## src/rtl/sbhash_pkg.sv

```systemverilog
package sbhash_pkg;

    typedef enum logic [1:0] {
        ST_IDLE    = 2'd0,
        ST_IN_BB   = 2'd1,
        ST_BB_EDGE = 2'd2,
        ST_SB_EDGE = 2'd3
    } trk_state_e;

endpackage

```

## src/rtl/sbhash_fsm.sv

```systemverilog
module sbhash_fsm
    import sbhash_pkg::*;
#(
    parameter int ADDR_W = 32
) (
    input  logic              clk,
    input  logic              rst,
    input  logic              i_valid,
    input  logic [ADDR_W-1:0] i_pc,
    input  logic              i_ctl,
    input  logic              i_taken,
    input  logic [ADDR_W-1:0] i_target,
    output logic              bb_open,
    output logic              sb_open,
    output logic              sb_close
);

    trk_state_e state_q, state_d;
    logic       is_back;

    assign is_back = i_ctl && i_taken && (i_target <= i_pc);

    always_ff @(posedge clk) begin
        if (rst) state_q <= ST_IDLE;
        else     state_q <= state_d;
    end

    always_comb begin
        state_d  = state_q;
        bb_open  = 1'b0;
        sb_open  = 1'b0;
        sb_close = 1'b0;
        if (i_valid) begin
            unique case (state_q)
                ST_IDLE, ST_SB_EDGE: begin
                    bb_open = 1'b1;
                    sb_open = 1'b1;
                end
                ST_BB_EDGE: bb_open = 1'b1;
                ST_IN_BB:   bb_open = 1'b0;
                default:    bb_open = 1'b0;
            endcase
            if (is_back) begin
                sb_close = 1'b1;
                state_d  = ST_SB_EDGE;
            end else if (i_ctl) begin
                state_d  = ST_BB_EDGE;
            end else begin
                state_d  = ST_IN_BB;
            end
        end
    end

    // a non-closing transfer leaves the tracker waiting for a new basic block
    a_r3_edge_after_ctl: assert property (@(posedge clk) disable iff (rst)
        (i_valid && i_ctl && !is_back) |=> (state_q == ST_BB_EDGE));

    // idle cycles freeze the tracker
    a_r8_idle_hold: assert property (@(posedge clk) disable iff (rst)
        !i_valid |=> $stable(state_q));

endmodule

```

## src/rtl/sbhash_accum.sv

```systemverilog
module sbhash_accum #(
    parameter int          ADDR_W = 32,
    parameter int          HASH_W = 32,
    parameter int          CNT_W  = 8,
    parameter int          ROT    = 5,
    parameter logic [31:0] SEED   = 32'h9E37_79B9
) (
    input  logic              clk,
    input  logic              rst,
    input  logic              i_valid,
    input  logic [ADDR_W-1:0] i_pc,
    input  logic              bb_open,
    input  logic              sb_open,
    output logic [HASH_W-1:0] hash_eff,
    output logic [CNT_W-1:0]  cnt_eff,
    output logic [ADDR_W-1:0] start_eff
);

    localparam logic [CNT_W-1:0]  CNT_MAX   = {CNT_W{1'b1}};
    localparam logic [HASH_W-1:0] SEED_H    = HASH_W'(SEED);
    localparam int                N_CHUNK   = (ADDR_W + HASH_W - 1) / HASH_W;

    logic [HASH_W-1:0] hash_q;
    logic [CNT_W-1:0]  cnt_q;
    logic [ADDR_W-1:0] start_q;
    logic [HASH_W-1:0] addr_fold;
    logic [HASH_W-1:0] base_h;
    logic [CNT_W-1:0]  base_c;

    // Fit the address onto the signature width
    generate
        if (ADDR_W == HASH_W) begin : g_fold_eq
            assign addr_fold = i_pc;
        end else if (ADDR_W < HASH_W) begin : g_fold_pad
            assign addr_fold = {{(HASH_W-ADDR_W){1'b0}}, i_pc};
        end else begin : g_fold_xor
            logic [N_CHUNK*HASH_W-1:0] pc_ext;
            assign pc_ext = {{(N_CHUNK*HASH_W-ADDR_W){1'b0}}, i_pc};
            always_comb begin
                addr_fold = '0;
                for (int k = 0; k < N_CHUNK; k++)
                    addr_fold = addr_fold ^ pc_ext[k*HASH_W +: HASH_W];
            end
        end
    endgenerate

    function automatic logic [HASH_W-1:0] mix(input logic [HASH_W-1:0] h,
                                              input logic [HASH_W-1:0] a);
        return ((h << ROT) | (h >> (HASH_W - ROT))) ^ a;
    endfunction

    always_comb begin
        base_h    = sb_open ? SEED_H : hash_q;
        base_c    = sb_open ? '0 : cnt_q;
        start_eff = sb_open ? i_pc : start_q;
        hash_eff  = bb_open ? mix(base_h, addr_fold) : base_h;
        cnt_eff   = (bb_open && base_c != CNT_MAX) ? base_c + 1'b1 : base_c;
    end

    always_ff @(posedge clk) begin
        if (rst) begin
            hash_q  <= SEED_H;
            cnt_q   <= '0;
            start_q <= '0;
        end else if (i_valid) begin
            hash_q  <= hash_eff;
            cnt_q   <= cnt_eff;
            start_q <= start_eff;
        end
    end

    // a saturated count stays saturated until a new superblock opens
    a_r6_sat_hold: assert property (@(posedge clk) disable iff (rst)
        (i_valid && !sb_open && cnt_q == CNT_MAX) |=> (cnt_q == CNT_MAX));

    // a fresh superblock holds exactly one basic block after its first instruction
    a_r1_fresh_count: assert property (@(posedge clk) disable iff (rst)
        (i_valid && sb_open) |=> (cnt_q == CNT_W'(1)));

endmodule

```

## src/rtl/sbhash_emit.sv

```systemverilog
module sbhash_emit #(
    parameter int ADDR_W = 32,
    parameter int HASH_W = 32,
    parameter int CNT_W  = 8
) (
    input  logic              clk,
    input  logic              rst,
    input  logic              sb_close,
    input  logic [HASH_W-1:0] hash_eff,
    input  logic [CNT_W-1:0]  cnt_eff,
    input  logic [ADDR_W-1:0] start_eff,
    output logic              o_valid,
    output logic [HASH_W-1:0] o_hash,
    output logic [CNT_W-1:0]  o_cnt,
    output logic [ADDR_W-1:0] o_start
);

    always_ff @(posedge clk) begin
        if (rst) begin
            o_valid <= 1'b0;
            o_hash  <= '0;
            o_cnt   <= '0;
            o_start <= '0;
        end else begin
            o_valid <= sb_close;
            if (sb_close) begin
                o_hash  <= hash_eff;
                o_cnt   <= cnt_eff;
                o_start <= start_eff;
            end
        end
    end

    // payload only moves together with a strobe
    a_r9_payload_hold: assert property (@(posedge clk) disable iff (rst)
        !o_valid |-> ($stable(o_hash) && $stable(o_cnt) && $stable(o_start)));

endmodule

```

## src/rtl/sbhash_tracker.sv

```systemverilog
module sbhash_tracker #(
    parameter int          ADDR_W = 32,
    parameter int          HASH_W = 32,
    parameter int          CNT_W  = 8,
    parameter int          ROT    = 5,
    parameter logic [31:0] SEED   = 32'h9E37_79B9
) (
    input  logic              clk,
    input  logic              rst,
    input  logic              i_valid,
    input  logic [ADDR_W-1:0] i_pc,
    input  logic              i_ctl,
    input  logic              i_taken,
    input  logic [ADDR_W-1:0] i_target,
    output logic              o_sb_valid,
    output logic [HASH_W-1:0] o_sb_hash,
    output logic [CNT_W-1:0]  o_sb_bbcnt,
    output logic [ADDR_W-1:0] o_sb_start
);

    logic              bb_open, sb_open, sb_close;
    logic [HASH_W-1:0] hash_eff;
    logic [CNT_W-1:0]  cnt_eff;
    logic [ADDR_W-1:0] start_eff;

    sbhash_fsm #(.ADDR_W(ADDR_W)) u_fsm (
        .clk(clk), .rst(rst), .i_valid(i_valid), .i_pc(i_pc), .i_ctl(i_ctl),
        .i_taken(i_taken), .i_target(i_target),
        .bb_open(bb_open), .sb_open(sb_open), .sb_close(sb_close)
    );

    sbhash_accum #(.ADDR_W(ADDR_W), .HASH_W(HASH_W), .CNT_W(CNT_W),
                   .ROT(ROT), .SEED(SEED)) u_acc (
        .clk(clk), .rst(rst), .i_valid(i_valid), .i_pc(i_pc),
        .bb_open(bb_open), .sb_open(sb_open),
        .hash_eff(hash_eff), .cnt_eff(cnt_eff), .start_eff(start_eff)
    );

    sbhash_emit #(.ADDR_W(ADDR_W), .HASH_W(HASH_W), .CNT_W(CNT_W)) u_emit (
        .clk(clk), .rst(rst), .sb_close(sb_close),
        .hash_eff(hash_eff), .cnt_eff(cnt_eff), .start_eff(start_eff),
        .o_valid(o_sb_valid), .o_hash(o_sb_hash), .o_cnt(o_sb_bbcnt),
        .o_start(o_sb_start)
    );

    // every strobe is caused by a taken backward transfer one cycle earlier
    a_r2_strobe_cause: assert property (@(posedge clk) disable iff (rst)
        o_sb_valid |-> $past(i_valid && i_ctl && i_taken && (i_target <= i_pc)));

    // a backward transfer yields a strobe reporting a non-empty superblock
    a_r2_close_strobe: assert property (@(posedge clk) disable iff (rst)
        (i_valid && i_ctl && i_taken && (i_target <= i_pc))
            |=> (o_sb_valid && o_sb_bbcnt != '0));

endmodule

```

## config.mk

```make
export PLATFORM = sky130hd
export DESIGN_NAME = sbhash_tracker
export DESIGN_NICKNAME = d
export VERILOG_FILES = /design/src/rtl/sbhash_pkg.sv /design/src/rtl/sbhash_fsm.sv /design/src/rtl/sbhash_accum.sv /design/src/rtl/sbhash_emit.sv /design/src/rtl/sbhash_tracker.sv
export SDC_FILE = /design/constraint.sdc
export NUM_CORES = 1
export LEC_CHECK = 0
export BUFFER_PORTS_ARGS = -buffer_cell sky130_fd_sc_hd__buf_2
export CAP_MARGIN = 25
export CORE_MARGIN = 2
export CORE_UTILIZATION = 45
export CTS_BUF_LIST = sky130_fd_sc_hd__clkbuf_4 sky130_fd_sc_hd__clkbuf_8
export CTS_CLUSTER_DIAMETER = 150
export DETAILED_ROUTE_END_ITERATION = 8
export GPL_TIMING_DRIVEN = 1
export PLACE_DENSITY = 0.72
export SKIP_LAST_GASP = 1
export SLEW_MARGIN = 20
export SYNTH_ARGS = -nofsm -noshare
export SYNTH_HDL_FRONTEND = slang
export SYNTH_SLANG_ARGS = --single-unit
```

## constraint.sdc

```tcl
create_clock -name clk -period 4.2 [get_ports clk]
set_clock_uncertainty 0.2 [all_clocks]
set_input_delay 0.42 -clock clk [delete_from_list [all_inputs] [get_ports clk]]
set_output_delay 0.42 -clock clk [all_outputs]
set_load 0.02 [all_outputs]
```

==> impl_metrics.py <==
metrics = {
    "outcome": {
        "outcome": "finished, final reports clean",
    },
    "timing": {
        "min_period_over_period": 0.777,
        "hold_viol": 0,
        "holdWs_ns": 0.0540,
        "tns_ns": 0,
        "period_minus_slack_ns": 3.26,
        "fmax_mhz": 306,
        "slew_viol_final": 0,
        "grt_setup_unrepaired": "no",
        "max_slew_margin": 0.428,
        "tightest_slew_ns": 0.858,
        "setup_viol": 0,
    },
    "critical_path": {
        "crit_path_start": "u_fsm.state_q[1]",
        "worst-path-max-fanout": 14,
        "rr_endpoint": "u_emit.o_cnt[5]",
        "critPathKind": "flip-flop to flip-flop",
        "slowest_stage": "o41ai_4",
        "path_cells": "inv_1 > ha_1 > nand2_1 > and2_1 > ha_1 > nand3_1 > o41ai_4 > nor3_1 > xor2_1 > a21boi_0 > a221oi_2",
        "cpMostUsedCell": "ha_1",
        "reg2reg_depth": 11,
        "path_delay_family": "simple AND/OR/NAND/NOR gates",
        "cp_data_required_time_ns": 4.31,
        "max_stage_delay_ns": 0.51,
        "end_kind": "flip-flop",
        "r2r_slack_ns": 0.94,
        "reg2reg_from": "u_fsm.state_q[1]",
        "worstPathArrival_ns": 3.37,
        "cp_num_buf_inv": 1,
        "crit_path_start_kind": "flip-flop",
    },
    "logic_synthesis": {
        "syn_avg_cell_area_um2": 8.89,
        "synth_area_um2": 7040,
        "ys_ff_latch": 147,
        "synth-edff-count": 0,
        "yosys.cell_types.count": 53,
        "seq_area_frac_synth": 0.418,
        "syn-num-nets": 895,
        "synth_ff_type": "dfxtp_1",
        "synthCells": 792,
        "synthArstFlopShare": 0,
        "yosysWarnings": 0,
    },
    "detailed_routing": {
        "drc_errors": 0,
        "ant_nets": 0,
        "wl_per_cell_um": 16.9,
        "vias_per_cell": 5.29,
        "firstDrtPassIters": 5,
        "vias": 6012,
        "routed_wl_um": 19200,
        "drtIter0Drc": 452,
    },
    "cells_and_area": {
        "fin_util": 0.542,
        "finalInstanceArea_um2": 8280,
        "syn_to_final_growth_pct": 17.6,
        "drive_gt1_frac": 0.225,
        "nets": 1014,
        "fillers": 1436,
    },
    "clock_network": {
        "clockBufferDepth": 2,
        "root_buffer": "clkbuf_8",
        "cts_resized": 0,
        "postCtsHoldBufs": 0,
        "cts_setup_buffers": 0,
        "clk-insertion-delay-late_ns": 0.46,
        "cts_inserted_buffers": 17,
        "clkSinkCount": 147,
        "cts_tree": "built",
        "cts.clk_slew.worst_paths_ns": 0.08,
        "htreeDepth": 4,
    },
    "die": {
        "core-area_um2": 15300,
        "fp-row-count": 45,
        "floorplan.die_area_um2": 16700,
        "dieHeight_um": 129,
        "io_pins": 142,
        "floorplan.initialDensity": 0.461,
        "die_w_um": 129,
    },
    "pwr": {
        "p_total_mw": 3.15,
        "p_leak_nw": 3.68,
        "power_density_nw_per_um2": 381,
        "vdd_drop_max_mv": 0.230,
    },
    "global_route": {
        "grt-ovfl-total": 0,
        "grt_pass1_wl_um": 30200,
        "grt.met1_usage": 0.318,
        "grt_max_degree": 75,
        "grt_usage": 0.236,
        "grt_pass1_vias": 5775,
        "antenna_found_initial": 3,
        "grt.busiest_layer": "met2",
        "use_met3": 0.0603,
        "grtUsageMet2": 0.350,
    },
    "job": {
        "maxCapViolCount": 0,
    },
    "placed_design": {
        "dp_hpwl_um": 13800,
        "portBuffers": 141,
        "place_area_um2": 7870,
        "place.gp.congestion": 0.957,
    },
    "worst_hold_path": {
        "hold_depth": 3,
        "hold_start": "i_pc[27]",
        "min_to": "u_acc.start_q[27]",
        "worstHoldPathType": "primary input to flip-flop",
    },
}
-- cell usage in the layout (no fill, tap or decap), drive strengths merged, types with 3 or more instances in the layout --
cell type	instances
buf	154
dfxtp	147
nand2	111
nor2	58
a21oi	55
inv	51
nor2b	48
mux2	44
ha	34
nor3	26
xnor2	23
o22ai	20
clkbuf	18
o31ai	16
a221oi	15
o311ai	12
nand4	9
nand3	9
o21ai	9
clkinv	7
a211oi	6
o211a	6
nor4	4
a22oi	4
nor3b	4
and2	4
a21o	3
bufinv	3
-- where the power goes --
part	total, mW	internal [mW]	switching, mW	leakage, nW
clock network	1.14	0.590	0.551	0.202
logic	0.509	0.182	0.327	2.28
registers	1.50	1.46	0.0383	1.20
-- how the worst max path moves through the flow --
stage | endpoint | slack, ns | cells past startpoint
2_1_floorplan | u_emit.o_cnt[5] | 0.91 | 13
3_3_place_gp | u_emit.o_start[20] | 0.95 | 10
3_5_place_dp | u_emit.o_hash[27] | 0.91 | 10
4_1_cts | u_emit.o_cnt[5] | 0.92 | 11
5_1_grt | u_emit.o_cnt[5] | 0.72 | 11
6_report | u_emit.o_cnt[5] | 0.94 | 11
-- sequential cells by signal (all words and copies together) (netlist names) --
| register | flops |
|---|---|
| u_emit.o_valid | 1 |
| u_acc.hash_q | 32 |
| u_emit.o_hash | 32 |
| u_emit.o_start | 32 |
| u_emit.o_cnt | 8 |
| u_acc.start_q | 32 |
| u_fsm.state_q | 2 |
| u_acc.cnt_q | 8 |
-- tightest hold or removal path: stages --
cell and delay [ns]:
buf_2 0.12, nand2_1 0.05, a21oi_1 0.06
-- per-layer routing --
metal	wire [um]	part of all wire	up-vias
met4	754	0.039	4
met3	1360	0.071	50
met2	8460	0.44	222
li1	-	-	2988
met5	29	0.0015	-
met1	8560	0.45	2748
-- per-stage QoR --
step           setup slack (ns)  cells
6_report                  0.936   1136
5_1_grt                   0.717   1134
4_1_cts                   0.917   1134
3_5_place_dp              0.912   1103
3_3_place_gp              0.946   1103
2_1_floorplan             0.907    792
-- area by class of cell --
| class | count | area (um^2) | area share |
|---|---|---|---|
| clock inverter | 13 | 160 | 0.0194 |
| clock buffer | 18 | 241 | 0.0292 |
| tap | 211 | 264 | 0.0319 |
| inverter | 50 | 188 | 0.0227 |
| antenna | 2 | 5.00 | 0.000605 |
| sequential | 147 | 2940 | 0.356 |
| timing repair buffer | 154 | 818 | 0.0989 |
| multi-input combinational | 541 | 3660 | 0.442 |
-- logic make-up after synthesis --
| kind of cell | count (synthesis) | share of synthesized area |
|---|---|---|
| fa+ha+maj | 34 | 0.0604 |
| buf+inv | 104 | 0.0627 |
| flops | 147 | 0.418 |
| xor+xnor | 25 | 0.0311 |
| compound gates | 161 | 0.173 |
| mux | 44 | 0.0704 |
| simple gates | 277 | 0.184 |
-- Yosys cell counts, types with 2 or more instances --
cell,instances,area (um^2)
a221oi_2,15,225
nor4_1,4,25.0
o31a_1,2,17.5
mux2_1,42,473
buf_6,6,67.6
o311ai_0,2,17.5
clkbuf_1,42,158
xor2_1,2,17.5
nor3b_1,4,30.0
a211oi_1,6,45.0
inv_1,49,184
a21oi_1,55,275
mux2_2,2,22.5
a21o_1,3,22.5
o211a_1,6,60.1
o31ai_1,14,105
nor3_1,25,125
o31ai_2,2,25.0
nor2_1,58,218
o22ai_1,20,125
buf_2,2,10.0
nand4_1,9,56.3
nand2_1,111,417
nand3_1,8,40.0
a22oi_1,4,30.0
nand2b_1,2,12.5
o21ai_0,8,40.0
o311ai_1,10,87.6
ha_1,34,425
nor2b_1,48,300
dfxtp_1,147,2940
and2_1,4,25.0
buf_1,3,11.3
xnor2_1,23,201
a221o_1,2,20.0
Note: power is estimated with default switching activity, not from simulation.
